==> src/rtl/crc_nib_pkg.sv <==
package crc_nib_pkg;

   typedef enum logic [1:0] {
      ST_IDLE  = 2'd0,
      ST_FETCH = 2'd1,
      ST_TAIL  = 2'd2,
      ST_FIN   = 2'd3
   } eng_state_t;

   localparam logic [15:0] CRC_SEED = 16'hFFFF;

   // One fold step. Only the low byte of acc^word feeds the nibble mix;
   // the upper byte of the word cancels out of acc[15:8] below.
   function automatic logic [15:0] nib_fold(input logic [15:0] acc,
                                            input logic [15:0] word);
      logic [15:0] mix;
      logic [15:0] res;
      logic [3:0]  lo;
      logic [3:0]  hi;
      mix = acc ^ word;
      lo  = mix[3:0];
      hi  = mix[7:4] ^ lo;
      res = {8'h00, mix[15:8] ^ word[15:8]};
      res = res ^ (({12'h000, lo} << 3) | ({12'h000, lo} << 8));
      res = res ^ ({12'h000, hi} | ({12'h000, hi} << 7) | ({12'h000, hi} << 12));
      return res;
   endfunction

endpackage

==> src/rtl/crc_nib_fetch.sv <==
module crc_nib_fetch #(
   parameter int ADDR_W = 16,
   parameter int CNT_W  = 16
) (
   input  logic              clk,
   input  logic              rst_n,
   input  logic              load,
   input  logic              run,
   input  logic [ADDR_W-1:0] base,
   input  logic [CNT_W-1:0]  total,
   output logic              rd_en,
   output logic [ADDR_W-1:0] rd_addr
);

   logic [ADDR_W-1:0] addr_q;
   logic [CNT_W-1:0]  left_q;

   assign rd_en   = run && (left_q != '0);
   assign rd_addr = addr_q;

   always_ff @(posedge clk) begin
      if (!rst_n) begin
         addr_q <= '0;
         left_q <= '0;
      end else if (load) begin
         addr_q <= base;
         left_q <= total;
      end else if (rd_en) begin
         addr_q <= addr_q + 1'b1;
         left_q <= left_q - 1'b1;
      end
   end

endmodule

==> src/rtl/crc_nib_fold.sv <==
module crc_nib_fold
   import crc_nib_pkg::*;
(
   input  logic        clk,
   input  logic        rst_n,
   input  logic        clear,
   input  logic        take,
   input  logic        first,
   input  logic        tail,
   input  logic [7:0]  byte_in,
   output logic [15:0] crc
);

   logic [7:0]  prev_q;
   logic [15:0] crc_q;

   assign crc = crc_q;

   always_ff @(posedge clk) begin
      if (!rst_n) begin
         crc_q  <= CRC_SEED;
         prev_q <= 8'h00;
      end else if (clear) begin
         crc_q  <= CRC_SEED;
         prev_q <= 8'h00;
      end else if (take) begin
         prev_q <= byte_in;
         if (!first) begin
            crc_q <= nib_fold(crc_q, {prev_q, byte_in});
         end
      end else if (tail) begin
         crc_q <= nib_fold(crc_q, {prev_q, 8'h00});
      end
   end

endmodule

==> src/rtl/crc_nib_engine.sv <==
module crc_nib_engine
   import crc_nib_pkg::*;
#(
   parameter int ADDR_W = 16,
   parameter int CNT_W  = 16
) (
   input  logic              clk,
   input  logic              rst_n,
   input  logic              start,
   input  logic [ADDR_W-1:0] start_addr,
   input  logic [CNT_W-1:0]  byte_count,
   output logic              busy,
   output logic              done,
   output logic [15:0]       result,
   output logic              rd_en,
   output logic [ADDR_W-1:0] rd_addr,
   input  logic [7:0]        rd_data
);

   generate
      if (ADDR_W < 1) begin : g_bad_addr
         $error("crc_nib_engine: ADDR_W must be at least 1");
      end
      if (CNT_W < 2) begin : g_bad_cnt
         $error("crc_nib_engine: CNT_W must be at least 2");
      end
   endgenerate

   eng_state_t       state_q, state_d;
   logic             accept;
   logic             odd_q;
   logic             rvld_q;
   logic             first_q;
   logic [CNT_W-1:0] resp_left_q;
   logic [CNT_W-1:0] even_part;
   logic [CNT_W-1:0] read_total;
   logic             all_in;
   logic             take;

   assign accept    = start && (state_q == ST_IDLE);
   assign even_part = {byte_count[CNT_W-1:1], 1'b0};
   // even part > 0 needs even+1 bytes (bit 0 is clear so OR adds one)
   assign read_total = (even_part != '0) ? {byte_count[CNT_W-1:1], 1'b1}
                                         : {{(CNT_W-1){1'b0}}, byte_count[0]};

   assign take   = rvld_q && (state_q == ST_FETCH);
   assign all_in = (resp_left_q == '0) || (take && resp_left_q == {{(CNT_W-1){1'b0}}, 1'b1});

   always_comb begin
      state_d = state_q;
      unique case (state_q)
         ST_IDLE:  if (accept) state_d = ST_FETCH;
         ST_FETCH: if (all_in) state_d = odd_q ? ST_TAIL : ST_FIN;
         ST_TAIL:  state_d = ST_FIN;
         ST_FIN:   state_d = ST_IDLE;
         default:  state_d = ST_IDLE;
      endcase
   end

   always_ff @(posedge clk) begin
      if (!rst_n) begin
         state_q     <= ST_IDLE;
         odd_q       <= 1'b0;
         rvld_q      <= 1'b0;
         first_q     <= 1'b0;
         resp_left_q <= '0;
      end else begin
         state_q <= state_d;
         rvld_q  <= rd_en;
         if (accept) begin
            odd_q       <= byte_count[0];
            first_q     <= 1'b1;
            resp_left_q <= read_total;
         end else if (take) begin
            first_q     <= 1'b0;
            resp_left_q <= resp_left_q - 1'b1;
         end
      end
   end

   crc_nib_fetch #(
      .ADDR_W (ADDR_W),
      .CNT_W  (CNT_W)
   ) fetch_i (
      .clk     (clk),
      .rst_n   (rst_n),
      .load    (accept),
      .run     (state_q == ST_FETCH),
      .base    (start_addr),
      .total   (read_total),
      .rd_en   (rd_en),
      .rd_addr (rd_addr)
   );

   crc_nib_fold fold_i (
      .clk     (clk),
      .rst_n   (rst_n),
      .clear   (accept),
      .take    (take),
      .first   (first_q),
      .tail    (state_q == ST_TAIL),
      .byte_in (rd_data),
      .crc     (result)
   );

   assign busy = (state_q != ST_IDLE);
   assign done = (state_q == ST_FIN);

endmodule

==> config.mk <==
export PLATFORM = sky130hd
export DESIGN_NAME = crc_nib_engine
export DESIGN_NICKNAME = d
export VERILOG_FILES = /design/src/rtl/crc_nib_pkg.sv /design/src/rtl/crc_nib_fetch.sv /design/src/rtl/crc_nib_fold.sv /design/src/rtl/crc_nib_engine.sv
export SDC_FILE = /design/constraint.sdc
export NUM_CORES = 1
export LEC_CHECK = 0
export BUFFER_PORTS_ARGS = -buffer_cell sky130_fd_sc_hd__buf_2
export CORE_ASPECT_RATIO = 0.6
export CORE_MARGIN = 2
export CORE_UTILIZATION = 35
export CTS_BUF_LIST = sky130_fd_sc_hd__clkbuf_4 sky130_fd_sc_hd__clkbuf_8
export DETAILED_ROUTE_END_ITERATION = 6
export GPL_ROUTABILITY_DRIVEN = 1
export GPL_TIMING_DRIVEN = 1
export PLACE_DENSITY_LB_ADDON = 0.08
export SETUP_SLACK_MARGIN = 0.3
export SYNTH_ARGS = -nofsm -noshare
export SYNTH_HDL_FRONTEND = slang
export SYNTH_SLANG_ARGS = --single-unit
==> constraint.sdc <==
create_clock -name clk -period 2.2 [get_ports clk]
set_input_delay 0.44 -clock clk [delete_from_list [all_inputs] [get_ports clk]]
set_output_delay 0.44 -clock clk [all_outputs]
set_load 0.05 [all_outputs]
==> flow_summary.toml <==
[status]
outcome = "finished clean"

[floorplan]
num_rows = 29
initial_core_util = 0.3664
fp.dieArea_sq_um = 12130
die_h_um = 86.13
core-area_sq_um = 10740
die_w_um = 140.9
ioPinCount = 78

[yosys]
synth_edf_count = 0
synth_warnings = 0
syn_area_per_cell_sq_um = 8.355
syn_nets = 523
synth_area_sq_um = 3935
async_flop_share = 0
ys_types = 59
ys_seq_elements = 69
syn_inst = 471
seq_area_frac_synth = 0.3510
synth_ff_type = "dfxtp_1"

[finish]
mostFrequentLayoutCells = "buf_2 (75), dfxtp_1 (55), a21oi_1 (50)"
antenna_cells = 0
mostFrequentLayoutCell = "buf_2"
fill_cells = 1105
syn_to_final_growth_pct = 30.17
drive_above_1_share = 0.3310
final_cell_count_no_fill = 716
nets = 625
final_area_sq_um = 5122

[worst_setup_path]
crit_type = "reg -> out"
path_max_fanout = 2
critical-path-max-stage-delay_ps = 330
endpoint_kind = "output port"
critPathSlowestCell = "dfxtp_2"
crit_chain = "inv_2 -> ha_4 -> nor3b_4 -> nand3_2 -> o21ai_4 -> inv_4 -> buf_8"
crit_required_ps = 1760
crit_start = "fetch_i.left_q[0]$_SDFFE_PN0P_"
arrival_ps = 1610
startpoint_type = "flip-flop"
reg2reg_from = "fetch_i.left_q[0]$_SDFFE_PN0P_"

[hold_path]
worstHoldStart = "byte_count[0]"
hp-class = "in -> reg"

[cts]
cts_made_buffers = 9
ctsHoldBuffers = 0
root_buffer = "clkbuf_8"
cts_buffer_depth = 2
clkSlewWorstSetupHoldPaths_ps = 80
clock-sinks = 69
insertion_delay_ps = 360
cts_tree = "yes"
htreeDepth = 3

[route]
drtIter0Drc = 256
wl_mm = 12.59
dr.pass1.iters = 5
avgViaCountPerCell = 5.494
vias = 3934
antenna_left = 0
wl_per_cell_um = 17.58
drcViolationCount = 0

[power]
power_leakage_nw = 1.933
power_density_nw_per_um2 = 1580
irDropWorstVdd_v = 0.0006493

[sta]
hold_viol_final = 0
worstMarginPinSlew_ps = 656.7
final_max_slew_viol_count = 0
fmax_ghz = 0.4885
min_period_over_period = 0.9304
finClkSkew_ps = 11.37
tns_ps = 0
relSlewSlack = 0.5575
setup_viol = 0
fin_crit_ps = 2047
rsz0062_at_grt = "yes"

[grt]
grt_start_max_net_pins = 37
use_met2 = 0.2998
met1_usage = 0.3183
grt_pass1_vias = 3810
antenna_found_initial = 0
grt_pass1_wl_mm = 20.21
gr-max-usage-layer = "met1"
track_usage = 0.2121
gr-usage-met3 = 0.05472
gr-total-overflow = 0

[placed_design]
dp_cells = 692
place_area_sq_um = 4628
dpl.hpwl_mm = 9.222
port_buffers = 77
finalWeightedCongestion = 0.8407

[job]
max_cap_viol_count = 0
## synthesized netlist by cell type, drive strengths merged (2+ instances only)
master / count / area share
or3: 3 / 0.0051
inv: 11 / 0.010
nand4: 15 / 0.024
o22ai: 7 / 0.011
nor2: 17 / 0.016
a22oi: 3 / 0.0057
o21ai: 34 / 0.045
and2: 4 / 0.0064
nor3b: 3 / 0.0086
a41oi: 2 / 0.0045
and4: 5 / 0.011
nand3b: 2 / 0.0038
ha: 9 / 0.029
a31oi: 4 / 0.0064
or4: 2 / 0.0057
nand3: 15 / 0.019
buf: 6 / 0.0095
xor2: 16 / 0.036
dfxtp: 69 / 0.35
o211ai: 10 / 0.020
nand2: 42 / 0.040
o311ai: 2 / 0.0045
nor3: 20 / 0.027
clkbuf: 20 / 0.022
a211oi: 11 / 0.022
mux2i: 3 / 0.0076
nor4: 18 / 0.033
and3: 4 / 0.0064
a21o: 2 / 0.0038
a21oi: 51 / 0.065
xnor2: 42 / 0.093
a211o: 3 / 0.0067
a2111oi: 3 / 0.011
a32oi: 2 / 0.0045
## metal layers
layer  vias up  share of wire
li1       1946              -
met5         -              0
met2       114           0.41
met4         0         0.0098
met1      1862           0.53
met3        12          0.052
## power breakdown
part | switching [mW] | internal (mW)
logic | 2.91 | 1.91
clock network | 0.479 | 0.568
registers | 0.538 | 1.69
total | 3.92 | 4.17
## path summary, 6_finish.rpt
kind,endpoint,slack (ps),cells after the start
worst max-delay path,rd_en,150,7
worst min-delay path,odd_q$_SDFFE_PN0P_,350,3
worst max register to register,fetch_i.left_q[15]$_SDFFE_PN0P_,230,10
worst min register to register,odd_q$_SDFFE_PN0P_,450,2
## worst max-delay path: cells and delay by family (launching register included)
kind                     cells  cell delay, ps
flip-flops                   1             330
AND/OR/NAND/NOR              2             350
buffers and inverters        3             260
adder cells (fa/ha/maj)      1             130
AO/OA/AOI/OAI                1             170
## through the flow
stage                     total power [mW]  hold slack [ps]  worst slack [ps]    util
after floorplan                      5.076            436.6             314.3       -
after global placement               6.344            443.7             245.9  0.4309
after detailed placement             6.354            446.5             136.1  0.4309
after CTS                            7.726            328.1             134.0  0.4628
after global routing                 8.643            333.5             85.48  0.4769
final                                8.094            345.6             153.1  0.4769
## sequential cells by signal (all words and copies together) (netlist names)
signal / flops
fetch_i.left_q: 16
fetch_i.rd_addr: 16
first_q: 1
fold_i.crc: 16
odd_q: 1
resp_left_q: 16
rvld_q: 1
state_q: 2
## area by class of cell
| type | instances | area [sq um] | area share |
|---|---|---|---|
| timing repair buffer | 117 | 743.2 | 0.1451 |
| inverter | 12 | 47.55 | 0.009282 |
| clock inverter | 2 | 35.03 | 0.006839 |
| multi-input combinational | 364 | 2570 | 0.5017 |
| clock buffer | 13 | 153.9 | 0.03004 |
| tap | 139 | 173.9 | 0.03395 |
| sequential | 69 | 1399 | 0.2731 |
## repair_timing
item | in CTS | in global routing
pin swaps | 6 | 9
buffers inserted | 6 | 2
endpoints found under the setup margin | 35 | 42
gates cloned | 0 | 1
gates resized for setup | 27 | 29
## kinds of logic (layout without fill, tap and decap cells)
| group | Yosys count | count (layout) | share of synthesized area |
|---|---|---|---|
| compound gates | 142 | 142 | 0.2293 |
| xor+xnor | 58 | 58 | 0.1291 |
| fa+ha+maj | 9 | 9 | 0.02862 |
| buf+inv | 38 | 144 | 0.04260 |
| flops | 69 | 69 | 0.3510 |
| mux | 3 | 3 | 0.007631 |
| simple gates | 152 | 152 | 0.2118 |
(Power assumes the default switching activity.)
